**config.mk**
```make
export PLATFORM = sky130hd
export DESIGN_NAME = dll_bringup_seq
export DESIGN_NICKNAME = d
export VERILOG_FILES = /design/src/rtl/dll_seq_pkg.sv /design/src/rtl/dll_seq_gate.sv /design/src/rtl/dll_seq_timer.sv /design/src/rtl/dll_seq_rmw.sv /design/src/rtl/dll_bringup_seq.sv
export SDC_FILE = /design/constraint.sdc
export NUM_CORES = 1
export LEC_CHECK = 0
export BUFFER_PORTS_ARGS = -buffer_cell sky130_fd_sc_hd__clkbuf_2
export CELL_PAD_IN_SITES_DETAIL_PLACEMENT = 2
export CELL_PAD_IN_SITES_GLOBAL_PLACEMENT = 2
export CORE_MARGIN = 2
export CORE_UTILIZATION = 22
export CTS_BUF_LIST = sky130_fd_sc_hd__clkbuf_8
export DETAILED_ROUTE_END_ITERATION = 12
export GPL_ROUTABILITY_DRIVEN = 0
export PLACE_DENSITY_LB_ADDON = 0.1
export SLEW_MARGIN = 20
export SYNTH_ARGS = -nofsm -noshare
export SYNTH_HDL_FRONTEND = slang
export SYNTH_SLANG_ARGS = --single-unit
```
**constraint.sdc**
```tcl
create_clock -name clk -period 3.95 [get_ports clk]
set_clock_uncertainty 0.15 [all_clocks]
set_input_delay 0.79 -clock clk [delete_from_list [all_inputs] [get_ports clk]]
set_output_delay 0.79 -clock clk [all_outputs]
set_load 0.005 [all_outputs]
```
**src/rtl/dll_seq_pkg.sv**
```systemverilog
// Shared constants and types for the delay-loop bring-up sequencer.
// Assumes a 32-bit configuration register with the bit layout below.
package dll_seq_pkg;
    localparam int REG_W      = 32;
    localparam int EN_BIT     = 21;
    localparam int SEARCH_BIT = 16;

    // compensation enables: bit 18 and bits 24..27
    localparam logic [REG_W-1:0] COMP_MASK =
        (REG_W'(1) << 18) | (REG_W'(4'hF) << 24);
    localparam logic [REG_W-1:0] EN_MASK     = REG_W'(1) << EN_BIT;
    localparam logic [REG_W-1:0] SEARCH_MASK = REG_W'(1) << SEARCH_BIT;
    localparam logic [REG_W-1:0] INIT_COUNT  = REG_W'(32'h0000_0C00);
    localparam logic [REG_W-1:0] PHASE_SEL   = REG_W'(32'h0000_0003);

    // step masks derived from the fields above
    localparam logic [REG_W-1:0] STEP1_CLR = EN_MASK | COMP_MASK;
    localparam logic [REG_W-1:0] STEP2_SET = COMP_MASK | SEARCH_MASK | INIT_COUNT | PHASE_SEL;
    localparam logic [REG_W-1:0] STEP3_SET = EN_MASK;

    typedef enum logic [2:0] {
        ST_IDLE,
        ST_OFF,
        ST_WAIT_OFF,
        ST_CFG,
        ST_WAIT_CFG,
        ST_ON,
        ST_WAIT_ON
    } seq_state_t;
endpackage

```
**src/rtl/dll_seq_gate.sv**
```systemverilog
// Start qualifier: accepts a rate-change pulse only when the new rate
// is strictly above the limit. Assumes rate is an unsigned Hz value.
module dll_seq_gate #(
    parameter int          RATE_W        = 32,
    parameter logic [31:0] RATE_LIMIT_HZ = 32'd52_000_000
) (
    input  logic              rate_chg,
    input  logic [RATE_W-1:0] new_rate_hz,
    output logic              start_ok
);
    localparam logic [RATE_W-1:0] LIMIT = RATE_W'(RATE_LIMIT_HZ);

    // qualify the pulse against the threshold
    always_comb begin
        start_ok = rate_chg && (new_rate_hz > LIMIT);
    end
endmodule

```
**src/rtl/dll_seq_timer.sv**
```systemverilog
// Settle timer: loads WAIT_CYCLES-1 on load and counts down to zero.
// Assumes WAIT_CYCLES >= 1; zero is high in the last wait cycle.
module dll_seq_timer #(
    parameter int WAIT_CYCLES = 100_000
) (
    input  logic clk,
    input  logic rst_n,
    input  logic load,
    output logic zero
);
    localparam int CNT_W = (WAIT_CYCLES < 2) ? 1 : $clog2(WAIT_CYCLES);
    localparam logic [CNT_W-1:0] RELOAD = CNT_W'(WAIT_CYCLES - 1);

    logic [CNT_W-1:0] cnt_q;

    // reload on a step, otherwise count down and hold at zero
    always_ff @(posedge clk) begin
        if (!rst_n)
            cnt_q <= '0;
        else if (load)
            cnt_q <= RELOAD;
        else if (cnt_q != '0)
            cnt_q <= cnt_q - 1'b1;
    end

    // flag the final wait cycle
    always_comb begin
        zero = (cnt_q == '0);
    end


    reload_value_chk: assert property (@(posedge clk) disable iff (!rst_n)
        load |=> (cnt_q == RELOAD));
endmodule

```
**src/rtl/dll_seq_rmw.sv**
```systemverilog
// Read-modify-write datapath: applies the mask of the active step to the
// current register value. Assumes the read value is valid in the step cycle.
module dll_seq_rmw
    import dll_seq_pkg::*;
(
    input  seq_state_t       state,
    input  logic [REG_W-1:0] rd_val,
    output logic [REG_W-1:0] wr_val
);
    // select the modification for the current step
    always_comb begin
        case (state)
            ST_OFF:  wr_val = rd_val & ~STEP1_CLR;
            ST_CFG:  wr_val = rd_val | STEP2_SET;
            ST_ON:   wr_val = rd_val | STEP3_SET;
            default: wr_val = rd_val;
        endcase
    end
endmodule

```
**src/rtl/dll_bringup_seq.sv**
```systemverilog
// Top of the delay-loop bring-up sequencer. It runs three read-modify-write
// steps (off, configure, on) on the configuration register, each followed by
// a WAIT_CYCLES settle. Assumes cfg_rdata reflects the register combinationally.
module dll_bringup_seq
    import dll_seq_pkg::*;
#(
    parameter int          WAIT_CYCLES   = 100_000,
    parameter int          RATE_W        = 32,
    parameter logic [31:0] RATE_LIMIT_HZ = 32'd52_000_000,
    parameter int          ADDR_W        = 12,
    parameter logic [11:0] CFG_OFFSET    = 12'h200
) (
    input  logic              clk,
    input  logic              rst_n,
    input  logic              rate_chg,
    input  logic [RATE_W-1:0] new_rate_hz,
    input  logic [31:0]       cfg_rdata,
    output logic              cfg_wr_en,
    output logic [ADDR_W-1:0] cfg_addr,
    output logic [31:0]       cfg_wdata,
    output logic              busy,
    output logic              done
);
    seq_state_t state_q, state_d;
    logic start_ok, t_zero, t_load, done_q;

    dll_seq_gate #(.RATE_W(RATE_W), .RATE_LIMIT_HZ(RATE_LIMIT_HZ)) u_gate (
        .rate_chg    (rate_chg),
        .new_rate_hz (new_rate_hz),
        .start_ok    (start_ok)
    );

    dll_seq_timer #(.WAIT_CYCLES(WAIT_CYCLES)) u_timer (
        .clk   (clk),
        .rst_n (rst_n),
        .load  (t_load),
        .zero  (t_zero)
    );

    dll_seq_rmw u_rmw (
        .state  (state_q),
        .rd_val (cfg_rdata),
        .wr_val (cfg_wdata)
    );

    // next-state logic of the step sequence
    always_comb begin
        state_d = state_q;
        case (state_q)
            ST_IDLE:     if (start_ok) state_d = ST_OFF;
            ST_OFF:      state_d = ST_WAIT_OFF;
            ST_WAIT_OFF: if (t_zero) state_d = ST_CFG;
            ST_CFG:      state_d = ST_WAIT_CFG;
            ST_WAIT_CFG: if (t_zero) state_d = ST_ON;
            ST_ON:       state_d = ST_WAIT_ON;
            ST_WAIT_ON:  if (t_zero) state_d = ST_IDLE;
            default:     state_d = ST_IDLE;
        endcase
    end

    // state register and end-of-run pulse
    always_ff @(posedge clk) begin
        if (!rst_n) begin
            state_q <= ST_IDLE;
            done_q  <= 1'b0;
        end else begin
            state_q <= state_d;
            done_q  <= (state_q == ST_WAIT_ON) && t_zero;
        end
    end

    // step cycles write and restart the settle timer
    always_comb begin
        t_load    = (state_q == ST_OFF) || (state_q == ST_CFG) || (state_q == ST_ON);
        cfg_wr_en = t_load;
        cfg_addr  = ADDR_W'(CFG_OFFSET);
        busy      = (state_q != ST_IDLE);
        done      = done_q;
    end


    write_single_chk: assert property (@(posedge clk) disable iff (!rst_n)
        cfg_wr_en |=> !cfg_wr_en);

    done_single_chk: assert property (@(posedge clk) disable iff (!rst_n)
        done |=> !done);

    done_idle_chk: assert property (@(posedge clk) disable iff (!rst_n)
        done |-> !busy);

    start_gate_chk: assert property (@(posedge clk) disable iff (!rst_n)
        $rose(busy) |-> $past(start_ok));

    first_write_chk: assert property (@(posedge clk) disable iff (!rst_n)
        $rose(busy) |-> cfg_wr_en);

    off_clear_chk: assert property (@(posedge clk) disable iff (!rst_n)
        (cfg_wr_en && state_q == ST_OFF) |-> ((cfg_wdata & STEP1_CLR) == '0));

    on_set_chk: assert property (@(posedge clk) disable iff (!rst_n)
        (cfg_wr_en && state_q == ST_ON) |-> cfg_wdata[EN_BIT]);
endmodule

```
* After elaboration in Yosys (flattened, before gate mapping)
Index checks and enable logic that the tools add are counted. Widths: inputs -> output; s select.
Storage, ports and cells: memory bits (read-only) 0, logic and storage cells 36, output and inout bits 47, latch bits 0, bits in registers 21, bits of input ports 67, bits in writable memories 0, memories kept 0
Cells by class: div/mod/pow operators 0, $mul 0, shift-type cells 0, eq/ne operators 10, bitwise logic cells 1, $add $sub $neg 1, reduce and logical (&&, ||, !) cells 11, order comparisons 1, mux-type cells 8
Operators with widths (number):
- $pmux 28 s3 | 1
- $mux 17 | 2
- $gt 32x26->1 const B | 1
- $pmux 3 s7 | 1
- $logic_not 17->1 | 1
- $reduce_bool 17->1 | 1
- $sub 17x1->17 const B | 1
- $mux 3 | 4
- $eq 3x3->1 const B | 3
- $ne 2x2->1 const B | 4
- $eq 3x2->1 const B | 2
- $reduce_and 4->1 | 1
- $eq 3x1->1 const B | 1
- $logic_not 3->1 | 1
- $reduce_bool 3->1 | 1
- $logic_and 1x1->1 | 2
- $logic_or 1x1->1 | 2
- $reduce_bool 2->1 | 1
- $reduce_or 2->1 | 1
- $not 1->1 | 1

* Depth between registers and ports, before layout
depth in word-level cells 4, mapped depth 7, mapped depth without buffers 7

* Cells and area by module
Synthesis repeated with hierarchy kept, for this count alone.
Second synthesis, totals: cells, all modules 202, area total of the unflattened synthesis 1694.1 um2
By module, submodules not included:
- dll_seq_timer | cells an instance 113, seq. area each 340.3 um2, times used 1, area each 1011.0 um2
- dll_bringup_seq | cells an instance 35, seq. area each 80.1 um2, times used 1, area each 289.0 um2
- dll_seq_rmw | cells an instance 36, seq. area each 0.0 um2, times used 1, area each 271.5 um2
- dll_seq_gate | cells an instance 18, seq. area each 0.0 um2, times used 1, area each 122.6 um2

* Worst setup path before layout
No wires, ideal clock.
path kind register to output, from register state_q[2], to output cfg_wr_en, stages on the path, launching flop included 6, required time 3.010 ns, slack 1.950 ns, arrival time 1.060 ns, buffers on the path 2, cell sequence dfxtp_1 > clkbuf_1 > nand2_1 > nand2_1 > clkbuf_1 > inv_1
On the way: cells in the longest elaborated chain, start to end 3, elaborated cells between the ends (all ways) 5, those cells by class eq/ne: 3; reduce/logical: 2
Ends and longest elaborated chain:
- start, declared | line dll_bringup_seq.sv:24 | seq_state_t state_q, state_d;
- start signal, assigned | line dll_bringup_seq.sv:67 | state_q <= state_d;
- $eq 3x1->1 / $eq 3x2->1 (equally long branches) | line dll_bringup_seq.sv:74 | t_load = (state_q == ST_OFF) || (state_q == ST_CFG) || (state_q == ST_ON);
- $logic_or 1x1->1 | line dll_bringup_seq.sv:74
- $logic_or 1x1->1 (*) | line dll_bringup_seq.sv:74
- end, declared | line dll_bringup_seq.sv:18 | output logic cfg_wr_en,
Mark *: on every way between the ends. The rest lies on a longest branch, timed or not.

* Final worst setup path
Ends and elaborated chain as after synthesis.

==> impl_results.rst <==
.. list-table::
   :header-rows: 1

   * - Metric
     - Value
   * - Run status
     - finished clean
   * - Count of buffers from port buffering
     - 59
   * - Internal power
     - 607 uW
   * - Overall power consumption
     - approximately 1.1 mW
   * - Largest net degree at the start of global routing
     - 15
   * - Count of nets left with antenna violations after detail routing
     - 0
   * - CTS Root Cell
     - sky130_fd_sc_hd__clkbuf_8
   * - Synth top area cells
     - sky130_fd_sc_hd__dfxtp_1, sky130_fd_sc_hd__buf_4, sky130_fd_sc_hd__a21boi_0, sky130_fd_sc_hd__nor2_1, sky130_fd_sc_hd__nand2_1
   * - Filler cell count in the final layout
     - 818
   * - Highest clock frequency the design can meet
     - 0.408 GHz
   * - Number of hold-slack violations in the final timing report
     - 0
   * - Fraction of layout cells with a size suffix above 1
     - 31.3%
   * - Transition time at the pin with the least slew margin
     - 0.533 ns
   * - Clock tree from TritonCTS
     - done
   * - Gr usage total
     - 12.5%
   * - # hold bufs at CTS
     - 0
   * - Worst Path Max Fanout
     - 11
   * - Number of vias after detailed routing
     - 1440
   * - Core Area
     - 6790 um2
   * - Post-CTS Resized
     - 0
   * - Start point of the critical path
     - state_q[2]$_SDFFE_PN0P_
   * - Post CTS Setup Buffer Count
     - 0
   * - Met3 GRT Util
     - 2.26%
   * - Min Clock Period, post-route
     - 2.45 ns
   * - Share of total power consumed by net switching
     - around 44%
   * - Remaining global-route overflow
     - 0
   * - Total power divided by cell area
     - slightly above 600 nW/um2
   * - Clock network power share
     - 13.3%
   * - Number of buffers created by CTS
     - 3
   * - WP data required
     - between 3 and 4 ns
   * - Clock network latency to the later pin of the worst-skew pair
     - around 0.26 ns
   * - Count of unique library cells instantiated by Yosys
     - 42
   * - Placement Rows
     - 30
   * - Storage cell area
     - 420 um2
   * - Die Width
     - about 90 um
   * - Max-capacitance violation count
     - 0
   * - Summed negative setup slack over all endpoints
     - 0 ns
   * - Hold/Removal Path Class
     - reg -> reg
   * - Vias in the first global route
     - 1574
   * - Hold Worst Slack
     - 0.405 ns
   * - Met1 Use GR
     - between 10 and 15%
   * - Clock transition at path regs
     - 0.08 ns
   * - VDD IR max
     - roughly 160 uV
   * - Clock Path Buffers
     - 2
   * - Commonest register cell after synthesis
     - sky130_fd_sc_hd__dfxtp_1
   * - Initial standard-cell utilization of the core
     - 22.8%
   * - Final HPWL from detailed placement
     - 3750 um
   * - Synth top area share
     - 27.2%
   * - H-tree Lvls
     - 1
   * - Crit path capture type
     - output pin
   * - LEAKAGE
     - 0.793 nW
   * - Gate power share
     - 51.7%
   * - Top cell types by occurrence after synthesis
     - sky130_fd_sc_hd__buf_4, sky130_fd_sc_hd__dfxtp_1, sky130_fd_sc_hd__nor2_1
   * - CP Launch Type
     - register
   * - Cell area after synthesis
     - 1550 um2
   * - Synthesized flop and latch total
     - 21
   * - Launch instance of the worst register-to-register path
     - u_timer.cnt_q[0]$_SDFFE_PN0P_
   * - Average wire per cell in the routed design
     - 13.7 um
   * - Final slew viol count
     - 0
   * - Yosys warnings
     - 0
   * - Number of setup violations in the final report
     - 0
   * - Number of enable flip-flop cells after synthesis
     - 0
   * - Worst setup path endpoint
     - cfg_wr_en
   * - RSZ-0062 raised after global routing
     - no
   * - Sequential fraction of the synthesis area
     - a little over a quarter
   * - Met2 Usage GRT
     - 22.5%
   * - Top-level I/O count
     - between 100 and 150
   * - Die boundary height
     - 87.9 um
   * - Critical R2R Capture
     - state_q[0]$_SDFFE_PN0P_
   * - Final net count
     - 299
   * - Die Footprint
     - 7720 um2
   * - DRT Wirelength
     - 4470 um
   * - Length in cells of the worst reg-to-reg path
     - 7
   * - Crit path DAT
     - 1.51 ns
   * - Share of power burned in registers
     - 35.0%
   * - Period Utilization, post-route
     - 62.1%
   * - Via-to-Cell Ratio
     - ~4.4
   * - Setup Crit Path Kind
     - reg -> out
   * - Global-route wire length before repair
     - 7660 um
   * - Number of remaining DRC errors
     - 0
   * - Routing layer with the top usage in global route
     - met2
   * - Synthesized area per cell
     - 8.06 um2
   * - Multi-input gate area
     - 887 um2
   * - Number of design-rule violations left by the first detailed-router iteration
     - 45
   * - Layout Area Growth over Synthesis
     - 15.9%
   * - Most repeated cell in the gate-level netlist after synthesis
     - sky130_fd_sc_hd__buf_4
   * - Reg-to-reg slack, setup
     - 1.90 ns
   * - Antenna Cells
     - 0
   * - Number of iterations in the first detailed-routing pass
     - 4
   * - Remaining max-slew budget at the tightest pin
     - 64.1%
   * - # clock sinks
     - 21
   * - Number of antenna violations at the first check in global routing
     - 0
   * - Fraction of registers with async set/reset
     - 0%
   * - Post-synthesis cell count
     - 192
   * - Library cell occupying the most area in the post-synthesis netlist
     - sky130_fd_sc_hd__dfxtp_1
   * - Reported net switching power
     - 486 uW
==> worst max-delay path: stages (launching register included) <==
cell                       delay, ns
sky130_fd_sc_hd__dfxtp_1        0.50
sky130_fd_sc_hd__nand2_1        0.18
sky130_fd_sc_hd__nand2_1        0.33
sky130_fd_sc_hd__inv_1          0.11
sky130_fd_sc_hd__clkbuf_2       0.13
==> stage by stage <==
step | cell area, um2 | utilization (%) | worst slack (ns) | std cells
after floorplan | 1590 | - | 1.95 | 202
after global placement | 1750 | 25.7 | 1.73 | 322
after detailed placement | 1750 | 25.7 | 1.74 | 322
after CTS | 1790 | 26.4 | 1.44 | 326
after global routing | 1790 | 26.4 | 1.28 | 326
final | 1790 | 26.4 | 1.50 | 326
==> area by class of cell <==
type,instances,area share (%)
clock buffers,3,2.30
well taps,96,6.69
multi-input cells,140,49.4
inverters,5,1.05
flip-flops and latches,21,23.4
clock inverters,1,0.209
repair buffers,60,16.9
==> worst min-delay path by stage <==
stage                              startpoint                             end  depth (start not counted)
2_1_floorplan  u_timer.cnt_q[14]$_SDFFE_PP0N_  u_timer.cnt_q[14]$_SDFFE_PP0N_                          2
3_3_place_gp   u_timer.cnt_q[14]$_SDFFE_PP0N_  u_timer.cnt_q[14]$_SDFFE_PP0N_                          2
3_5_place_dp   u_timer.cnt_q[14]$_SDFFE_PP0N_  u_timer.cnt_q[14]$_SDFFE_PP0N_                          2
4_1_cts        u_timer.cnt_q[14]$_SDFFE_PP0N_  u_timer.cnt_q[14]$_SDFFE_PP0N_                          2
5_1_grt        u_timer.cnt_q[14]$_SDFFE_PP0N_  u_timer.cnt_q[14]$_SDFFE_PP0N_                          2
6_report       u_timer.cnt_q[14]$_SDFFE_PP0N_  u_timer.cnt_q[14]$_SDFFE_PP0N_                          2
==> metal layers <==
layer | up-vias | part of all wire [%]
li1 | 703 | -
met1 | 691 | 41
met2 | 34 | 52
met3 | 12 | 4.9
met4 | 0 | 1.5
met5 | - | 0
==> flip-flops by register name (all words and copies together) (netlist names) <==
name	count
done	1
state_q	3
u_timer.cnt_q	17
==> power groups by stage <==
stage / combinational, mW / clock, mW / sequential [mW]
after floorplan: 0.461 / 0 / 0.361
after global placement: 0.576 / 0 / 0.390
after detailed placement: 0.576 / 0 / 0.389
after CTS: 0.581 / 0.153 / 0.385
after global routing: 0.663 / 0.163 / 0.397
final: 0.566 / 0.145 / 0.382
==> cell families (layout without fill, tap and decap cells) <==
kind of cell | Yosys count | after routing | synth area share, %
simple gates | 79 | 79 | 30.3
mux | 1 | 1 | 0.647
fa+ha+maj | 1 | 1 | 0.808
xor+xnor | 12 | 12 | 6.79
flops | 21 | 21 | 27.2
other cells | 2 | 12 | 0.485
buf+inv | 41 | 69 | 17.9
compound gates | 35 | 35 | 15.8
==> placed cells by master (no fill, tap or decap), types with 3 or more instances in the layout <==
| cell | instances |
|---|---|
| sky130_fd_sc_hd__a211oi_1 | 3 |
| sky130_fd_sc_hd__a21boi_0 | 9 |
| sky130_fd_sc_hd__a21oi_1 | 6 |
| sky130_fd_sc_hd__clkbuf_2 | 59 |
| sky130_fd_sc_hd__clkbuf_8 | 3 |
| sky130_fd_sc_hd__conb_1 | 12 |
| sky130_fd_sc_hd__dfxtp_1 | 21 |
| sky130_fd_sc_hd__inv_1 | 6 |
| sky130_fd_sc_hd__nand2_1 | 15 |
| sky130_fd_sc_hd__nand2b_1 | 6 |
| sky130_fd_sc_hd__nand3_1 | 5 |
| sky130_fd_sc_hd__nand4_1 | 4 |
| sky130_fd_sc_hd__nor2_1 | 17 |
| sky130_fd_sc_hd__nor3_1 | 5 |
| sky130_fd_sc_hd__nor4_1 | 6 |
| sky130_fd_sc_hd__o21ai_0 | 8 |
| sky130_fd_sc_hd__or3_1 | 3 |
| sky130_fd_sc_hd__xnor2_1 | 6 |
| sky130_fd_sc_hd__xor2_1 | 6 |
Note: power is estimated with default switching activity, not from simulation.
